### src/rtl/divmask_pkg.sv
package divmask_pkg;

    typedef enum logic [2:0] {
        CMD_NONE  = 3'd0,
        CMD_IF    = 3'd1,
        CMD_ELSE  = 3'd2,
        CMD_ENDIF = 3'd3,
        CMD_BAD   = 3'd4
    } div_cmd_e;

    function automatic logic [1:0] strobe_count(input logic a, input logic b, input logic c);
        return {1'b0, a} + {1'b0, b} + {1'b0, c};
    endfunction

endpackage

### src/rtl/divmask_decode.sv
module divmask_decode
    import divmask_pkg::*;
(
    input  logic     if_i,
    input  logic     else_i,
    input  logic     endif_i,
    input  logic     full_i,
    input  logic     empty_i,
    output div_cmd_e cmd_o
);

    logic [1:0] n_strobes;

    always_comb begin
        n_strobes = strobe_count(if_i, else_i, endif_i);
        cmd_o     = CMD_NONE;
        if (n_strobes > 2'd1) begin
            cmd_o = CMD_BAD;
        end else if (if_i) begin
            cmd_o = full_i ? CMD_BAD : CMD_IF;
        end else if (else_i) begin
            cmd_o = empty_i ? CMD_BAD : CMD_ELSE;
        end else if (endif_i) begin
            cmd_o = empty_i ? CMD_BAD : CMD_ENDIF;
        end
    end

endmodule

### src/rtl/divmask_stack.sv
module divmask_stack #(
    parameter int LANES = 8,
    parameter int DEPTH = 4
) (
    input  logic             clk,
    input  logic             rst,
    input  logic             push_i,
    input  logic             pop_i,
    input  logic [LANES-1:0] wdata_i,
    output logic [LANES-1:0] top_o,
    output logic             full_o,
    output logic             empty_o
);

    localparam int LW = $clog2(DEPTH + 1);
    localparam int IW = (DEPTH > 1) ? $clog2(DEPTH) : 1;

    logic [LW-1:0]    level_q;
    logic [LW-1:0]    top_idx;
    logic [LANES-1:0] entry_q [DEPTH];

    assign full_o  = (level_q == LW'(DEPTH));
    assign empty_o = (level_q == '0);
    assign top_idx = level_q - LW'(1);
    assign top_o   = empty_o ? '0 : entry_q[top_idx[IW-1:0]];

    always_ff @(posedge clk) begin
        if (rst) begin
            level_q <= '0;
        end else if (push_i && !full_o) begin
            level_q <= level_q + LW'(1);
        end else if (pop_i && !empty_o) begin
            level_q <= level_q - LW'(1);
        end
    end

    for (genvar g = 0; g < DEPTH; g++) begin : g_entry
        always_ff @(posedge clk) begin
            if (rst) begin
                entry_q[g] <= '0;
            end else if (push_i && !full_o && (level_q == LW'(g))) begin
                entry_q[g] <= wdata_i;
            end
        end
    end

    AST_LEVEL_BOUND: assert property (@(posedge clk) disable iff (rst)
        level_q <= LW'(DEPTH)) else $error("stack level beyond depth");

    AST_PUSH_GROWS: assert property (@(posedge clk) disable iff (rst)
        (push_i && !full_o) |=> (level_q == $past(level_q) + LW'(1))) else $error("push did not grow");

endmodule

### src/rtl/divmask_unit.sv
module divmask_unit
    import divmask_pkg::*;
#(
    parameter int LANES = 8,
    parameter int DEPTH = 4
) (
    input  logic             clk,
    input  logic             rst,
    input  logic [LANES-1:0] active_i,
    input  logic [LANES-1:0] cond_i,
    input  logic             if_i,
    input  logic             else_i,
    input  logic             endif_i,
    output logic [LANES-1:0] lane_mask_o,
    output logic             skip_o,
    output logic             err_o
);

    div_cmd_e         cmd;
    logic             full;
    logic             empty;
    logic [LANES-1:0] saved_top;
    logic [LANES-1:0] cur_q;
    logic [LANES-1:0] eff_mask;
    logic [LANES-1:0] next_mask;
    logic             skip_q;
    logic             err_q;

    divmask_decode u_decode (
        .if_i    (if_i),
        .else_i  (else_i),
        .endif_i (endif_i),
        .full_i  (full),
        .empty_i (empty),
        .cmd_o   (cmd)
    );

    divmask_stack #(
        .LANES (LANES),
        .DEPTH (DEPTH)
    ) u_stack (
        .clk     (clk),
        .rst     (rst),
        .push_i  (cmd == CMD_IF),
        .pop_i   (cmd == CMD_ENDIF),
        .wdata_i (eff_mask),
        .top_o   (saved_top),
        .full_o  (full),
        .empty_o (empty)
    );

    assign eff_mask = empty ? active_i : cur_q;

    always_comb begin
        next_mask = cur_q;
        unique case (cmd)
            CMD_IF:    next_mask = eff_mask & cond_i;
            CMD_ELSE:  next_mask = saved_top & ~cond_i;
            CMD_ENDIF: next_mask = saved_top;
            default:   next_mask = cur_q;
        endcase
    end

    always_ff @(posedge clk) begin
        if (rst) begin
            cur_q  <= '0;
            skip_q <= 1'b0;
            err_q  <= 1'b0;
        end else begin
            cur_q <= next_mask;
            if (cmd == CMD_IF || cmd == CMD_ELSE) begin
                skip_q <= (next_mask == '0);
            end else if (cmd == CMD_ENDIF) begin
                skip_q <= 1'b0;
            end
            if (cmd == CMD_BAD) begin
                err_q <= 1'b1;
            end
        end
    end

    assign lane_mask_o = eff_mask;
    assign skip_o      = skip_q;
    assign err_o       = err_q;

    AST_ERR_STICKY: assert property (@(posedge clk) disable iff (rst)
        err_q |=> err_q) else $error("error flag dropped");

    AST_IF_SUBSET: assert property (@(posedge clk) disable iff (rst)
        (cmd == CMD_IF) |=> ((cur_q & ~$past(eff_mask)) == '0)) else $error("if enabled a new lane");

    AST_ELSE_DISJOINT: assert property (@(posedge clk) disable iff (rst)
        (cmd == CMD_ELSE) |=> ((cur_q & $past(cond_i)) == '0)) else $error("else kept a true lane");

    AST_ENDIF_RESTORE: assert property (@(posedge clk) disable iff (rst)
        (cmd == CMD_ENDIF) |=> (cur_q == $past(saved_top))) else $error("endif did not restore");

    AST_SKIP_ZERO: assert property (@(posedge clk) disable iff (rst)
        skip_q |-> (cur_q == '0)) else $error("skip with lanes enabled");

    AST_BAD_NO_CHANGE: assert property (@(posedge clk) disable iff (rst)
        (cmd == CMD_BAD) |=> ($stable(cur_q) && $stable(skip_q) && $stable(full) && $stable(empty))) else $error("illegal strobe changed state");

    AST_BAD_SETS_ERR: assert property (@(posedge clk) disable iff (rst)
        (cmd == CMD_BAD) |=> err_q) else $error("illegal strobe missed");

endmodule

### config.mk
export PLATFORM = sky130hd
export DESIGN_NAME = divmask_unit
export DESIGN_NICKNAME = d
export VERILOG_FILES = /design/src/rtl/divmask_pkg.sv /design/src/rtl/divmask_decode.sv /design/src/rtl/divmask_stack.sv /design/src/rtl/divmask_unit.sv
export SDC_FILE = /design/constraint.sdc
export NUM_CORES = 1
export LEC_CHECK = 0
export ABC_AREA = 1
export ABC_CLOCK_PERIOD_IN_PS = 3300
export BUFFER_PORTS_ARGS = -buffer_cell sky130_fd_sc_hd__buf_2
export CAP_MARGIN = 20
export CORE_MARGIN = 4
export CORE_UTILIZATION = 50
export CTS_BUF_LIST = sky130_fd_sc_hd__clkbuf_8
export CTS_CLUSTER_DIAMETER = 100
export DETAILED_ROUTE_END_ITERATION = 12
export HOLD_SLACK_MARGIN = 0.15
export PLACE_DENSITY = 0.7
export SLEW_MARGIN = 30
export SYNTH_ARGS = -nofsm -noshare
export SYNTH_HDL_FRONTEND = slang
export SYNTH_SLANG_ARGS = --single-unit
### constraint.sdc
create_clock -name clk -period 3.3 [get_ports clk]
set_input_delay 0.66 -clock clk [delete_from_list [all_inputs] [get_ports clk]]
set_output_delay 0.66 -clock clk [all_outputs]
set_load 0.03 [all_outputs]
==> results of run 1 <==
[path summary, 6_finish.rpt]
kind	startpoint	endpoint	cells past startpoint
max	u_stack.level_q[1]$_SDFFE_PP0P_	lane_mask_o[5]	8
min	err_o$_SDFFE_PP0N_	err_o$_SDFFE_PP0N_	2
max reg2reg	u_stack.level_q[1]$_SDFFE_PP0P_	u_stack.entry_q[0][6]$_SDFFCE_PN0P_	10
min reg2reg	err_o$_SDFFE_PP0N_	err_o$_SDFFE_PP0N_	2
[cell type report]
| class | count | area [sq um] |
|---|---|---|
| sequential | 45 | 1220 |
| multi-input combinational | 255 | 1220 |
| clock inverter | 3 | 21.3 |
| fill | 516 | 2200 |
| timing repair buffer | 33 | 173 |
| clock buffer | 5 | 68.8 |
| inverter | 57 | 216 |
| tap | 70 | 87.6 |
[kinds of logic (layout without fill, tap and decap cells)]
group | after synthesis | after routing | synth area share
buffers and inverters | 66 | 98 | 0.107
xor gates and xnor gates | 1 | 1 | 0.00321
and+or+nand+nor | 218 | 218 | 0.348
AOI/OAI and AO/OA | 29 | 29 | 0.0619
adders and majority gates | 7 | 7 | 0.0321
DFF | 45 | 45 | 0.447
[state kept, by name, summed over array words and instances (netlist names)]
signal,count
cur_q,8
u_stack.level_q,3
err_o,1
u_stack.entry_q,32
skip_o,1
[cells in the mapped netlist (2+ instances only)]
| cell type | number |
|---|---|
| o21ai_1 | 2 |
| nor2_2 | 8 |
| nor2_1 | 63 |
| o21ai_2 | 4 |
| buf_6 | 3 |
| o21ai_0 | 7 |
| nor2_4 | 3 |
| buf_2 | 3 |
| nand2_1 | 104 |
| nand4_1 | 2 |
| a21oi_1 | 13 |
| nand3_1 | 24 |
| clkbuf_1 | 2 |
| edfxtp_1 | 32 |
| nand2_2 | 7 |
| or2_1 | 2 |
| dfxtp_1 | 13 |
| ha_1 | 7 |
| inv_1 | 55 |
[report_power, final]
part           switching (mW)  total (mW)  internal (mW)
combinational           0.376       0.519          0.142
clock                   0.205       0.355          0.150
sequential             0.0155       0.667          0.651
total                   0.597        1.54          0.944
[critical path: cells and delay by family (launching register included)]
family / cells / cell delay [ns]
simple gates: 3 / 0.68
buf+inv: 4 / 0.43
flops: 1 / 0.35
fa+ha+maj: 1 / 0.31
[through the flow]
| stage | cells | hold slack, ns |
|---|---|---|
| finish | 468 | 0.478 |
| global route | 468 | 0.513 |
| CTS | 468 | 0.485 |
| detailed placement | 460 | 0.460 |
| global placement | 460 | 0.458 |
| floorplan | 366 | 0.524 |
[per-layer routing]
layer | vias up | global-route usage
li1 | 1196 | -
met5 | - | 0
met1 | 1058 | 0.300
met4 | 0 | 0.0449
met2 | 76 | 0.317
met3 | 7 | 0.0384
==> impl_metrics.toml, run 1 <==
[worst_setup_path]
slowest_delay_ns = 0.37
critPathLaunchType = "flip-flop"
rrSetupSlack_ns = 0.84
end_kind = "primary output"
arrival_ns = 2.08
cp_max_fo = 8
required_ns = 2.64
cpMaxStageDelayCell = "nor2_2"
critical_path_class = "reg2out"
path_cells = "inv_1, ha_1, inv_1, nor2_2, nand2_1, nand2_1, inv_1, buf_2"
path_common_cell = "inv_1"

[drt]
wl_met1_mm = 3.03
viasPerCell = 4.99
vias = 2337
drc = 0
routed_wl_mm = 6.24
drt_iter0_drc = 206
drtAntennaViolNets = 0
wl_per_cell_um = 13.3
dr_wl_met2_mm = 2.80
maxUsedRoutingLayer = "met4"
dr.pass1.iters = 4
wl_met3_um = 359

[global_routing]
grt-ovfl-total = 0
grt_pass1_vias = 2101
antenna_found_initial = 0
grt_max_degree = 23
grt_pass1_wl_mm = 10.4
track_usage = 0.206

[clock_tree]
ctsResizeCount = 0
cts.htree.levels = 2
clkLatencyLatePin_ns = 0.31
cts_tree = "yes"
cts_buffer_depth = 2
numCtsBuffers = 5
post-cts-setup-buffer-count = 0
clk_pin_slew_ns = 0.09
root_buffer = "clkbuf_8"
cts_hold_buf = 0
cts.sinks = 45

[die]
die_area_sq_um = 6710
die_w_um = 81.9
core_sq_um = 5200
die_h_um = 81.9
initial_core_util = 0.525
pin_count = 31
num_rows = 26

[yosys]
synth_edf_count = 32
ys_warn_count = 0
synth_ff_type = "edfxtp_1"
ys_types = 31
syn_inst = 366
ys_seq_area_frac = 0.447
synth_nets = 394
syn_area_sq_um = 2730
ys_seq_elements = 45
syn_area_per_cell_sq_um = 7.46
synth_area_leaders = "edfxtp_1 35%, nand2_1 14%, dfxtp_1 9.5%"
yosys.area.top_type_share = 0.352
ys_async_sr_fraction = 0
synth_area_leader_cell = "edfxtp_1"

[layout]
fin_area_sq_um = 3000
nets = 425
layout-drive-gt1-share = 0.171
final_cell_mix = "104 x nand2_1, 63 x nor2_1, 55 x inv_1"
final_common_cell = "nand2_1"
area_delta_synth_final_pct = 10.0
diodes = 0
fin_util = 0.577

[pwr]
max-vdd-ir-drop_mv = 0.246
powerDensity_nw_per_um2 = 513
p_leak_nw = 1.48
total_power_mw = 1.54

[timing]
slew_viol_final = 0
max_freq_mhz = 365
rsz0062_at_grt = "no"
setup_tns_ns = 0
slew_headroom = 0.653
skew_ns = 0.00646
finalHoldViolCount = 0
setup-violations-final = 0
worst_pin_slew_ns = 0.520
setup_ws_ns = 0.561
finalWorstPathRequiredPeriod_ns = 2.74
fin_crit_sh = 0.830

[flow_run]
max_cap_viol_count = 0

[placement]
io_buffer_count = 30
place.gp.congestion = 0.853
dp_slack_ns = 0.571
dp_hpwl_mm = 4.58
place_area_sq_um = 2910

[worst_hold_path]
hp-class = "reg2reg"

[run_status]
status = "complete, no violations"
No activity file was read; power rests on OpenSTA's default activity.
==> run 2: changes to the inputs <==
- ABC_CLOCK_PERIOD_IN_PS: 3300 -> 2250
- PLACE_DENSITY: 0.7 -> 0.73
- clock period: 3.3 -> 2.25 ns (I/O delays scaled with it)
==> run 2 against run 1 <==
Final area rose by 5.6%. Worst setup slack worse by 0.45 ns. Core utilization is 3.2 points higher. Clock power up 72%. Clock-buffer cell count unchanged. Critical path type unchanged.
==> impl_metrics.toml, run 2 (synthesis gave the netlist of run 1 again) <==
[layout]
finalNonFillerCells = 480
largest_reg_flops = 32
final_cell_mix = "104 x nand2_1, 63 x nor2_1, 55 x inv_1"
diodes = 0
reg_top3 = "u_stack.entry_q x32, cur_q x8, u_stack.level_q x3"
area_delta_synth_final_pct = 16.2
final_common_cell = "nand2_1"
layout-drive-gt1-share = 0.207
nets = 437
top_register = "u_stack.entry_q"

[clock_tree]
cts_hold_buf = 0
numCtsBuffers = 5
cts_buffer_depth = 2
clkLatencyLatePin_ns = 0.30
root_buffer = "clkbuf_8"
clk_pin_slew_ns = 0.09
cts_tree = "yes"
cts.sinks = 45
cts.htree.levels = 2

[global_routing]
grt-ovfl-total = 0
antenna_found_initial = 0
grt_pass1_vias = 2264
grt_pass1_wl_mm = 10.8
use_met3 = 0.0384
track_usage = 0.211
grt_use_met1 = 0.284
grt_max_degree = 21
grt-busiest-layer = "met2"
gr-usage-met2 = 0.356

[worst_setup_path]
slowest_delay_ns = 0.35
critPathLaunchType = "flip-flop"
path_cells = "inv_2, ha_4, nand2_8, or2_1, nand2_2, inv_1, buf_2"
cpMaxStageDelayCell = "dfxtp_2"
arrival_ns = 1.69
critical_path_class = "reg2out"
cp_max_fo = 17
end_kind = "primary output"
required_ns = 1.80

[timing]
worst_pin_slew_ns = 0.434
setup-violations-final = 0
finalHoldViolCount = 0
max_freq_mhz = 467
setup_ws_ns = 0.110
fin_crit_sh = 0.951
finalWorstPathRequiredPeriod_ns = 2.14
setup_tns_ns = 0
skew_ns = 0.00753
slew_viol_final = 0
slew_headroom = 0.711
whs_ns = 0.437

[pwr]
p_leak_nw = 1.56
total_power_mw = 2.43
powerDensity_nw_per_um2 = 766
max-vdd-ir-drop_mv = 0.398

[placement]
place.gp.congestion = 0.830
dp_slack_ns = 0.00646
dp_hpwl_mm = 4.79
io_buffer_count = 30
place_inst = 472

[worst_hold_path]
hp-class = "in2reg"

[drt]
drtAntennaViolNets = 0
viasPerCell = 5.02
drt_iter0_drc = 171
dr.pass1.iters = 4
vias = 2408
wl_per_cell_um = 13.0
drc = 0
routed_wl_mm = 6.25

[die]
pin_count = 31
die_area_sq_um = 6710
die_h_um = 81.9
die_w_um = 81.9
num_rows = 26
core_sq_um = 5200
initial_core_util = 0.525

[flow_run]
max_cap_viol_count = 0

[run_status]
status = "complete, no violations"
-- run 2: cell type report --
class	instances	area [sq um]
clock buffers	5	68.8
clock inverters	3	42.5
fillers	486	2030
inverters	57	221
multi-input cells	255	1250
flip-flops and latches	45	1220
well taps	70	87.6
repair buffers	45	275
-- run 2: metal layers --
layer	up-vias	wire, um
met1	1097	2710
met3	5	438
met5	-	0
met2	81	3060
li1	1225	-
met4	0	48
-- run 2: through the flow --
stage,instance area (sq um),utilization
floorplan,2770,-
global placement,3050,0.585
detailed placement,3050,0.585
CTS,3170,0.608
global route,3170,0.610
finish,3170,0.610
-- run 2: final timing paths --
path,start,end,slack (ns),depth (start not counted)
worst max-delay path,u_stack.level_q[1]$_SDFFE_PP0P_,lane_mask_o[4],0.11,7
worst min-delay path,rst,skip_o$_SDFFE_PP0P_,0.44,2
worst max register to register,u_stack.level_q[1]$_SDFFE_PP0P_,u_stack.entry_q[2][7]$_SDFFCE_PN0P_,0.20,10
worst min register to register,skip_o$_SDFFE_PP0P_,skip_o$_SDFFE_PP0P_,0.48,2
-- run 2: critical path, delay by kind of cell, from the launching register on --
kind	cells	cell delay, ns
and+or+nand+nor	3	0.51
DFF	1	0.35
buffers and inverters	3	0.32
adders and majority gates	1	0.20
-- run 2: timing repair --
| action | in CTS | in global routing |
|---|---|---|
| gates cloned | 0 | 0 |
| setup endpoints to repair | 3 | 24 |
| gates resized for setup | 1 | 3 |
| buffers inserted | 0 | 0 |
| pin swaps | 0 | 1 |
-- run 2: power by group --
part           switching (mW)  leakage, nW  internal, mW
logic                   0.568         1.06         0.270
clock network           0.282       0.0595         0.329
registers              0.0239        0.440         0.956
total                   0.874         1.56          1.56
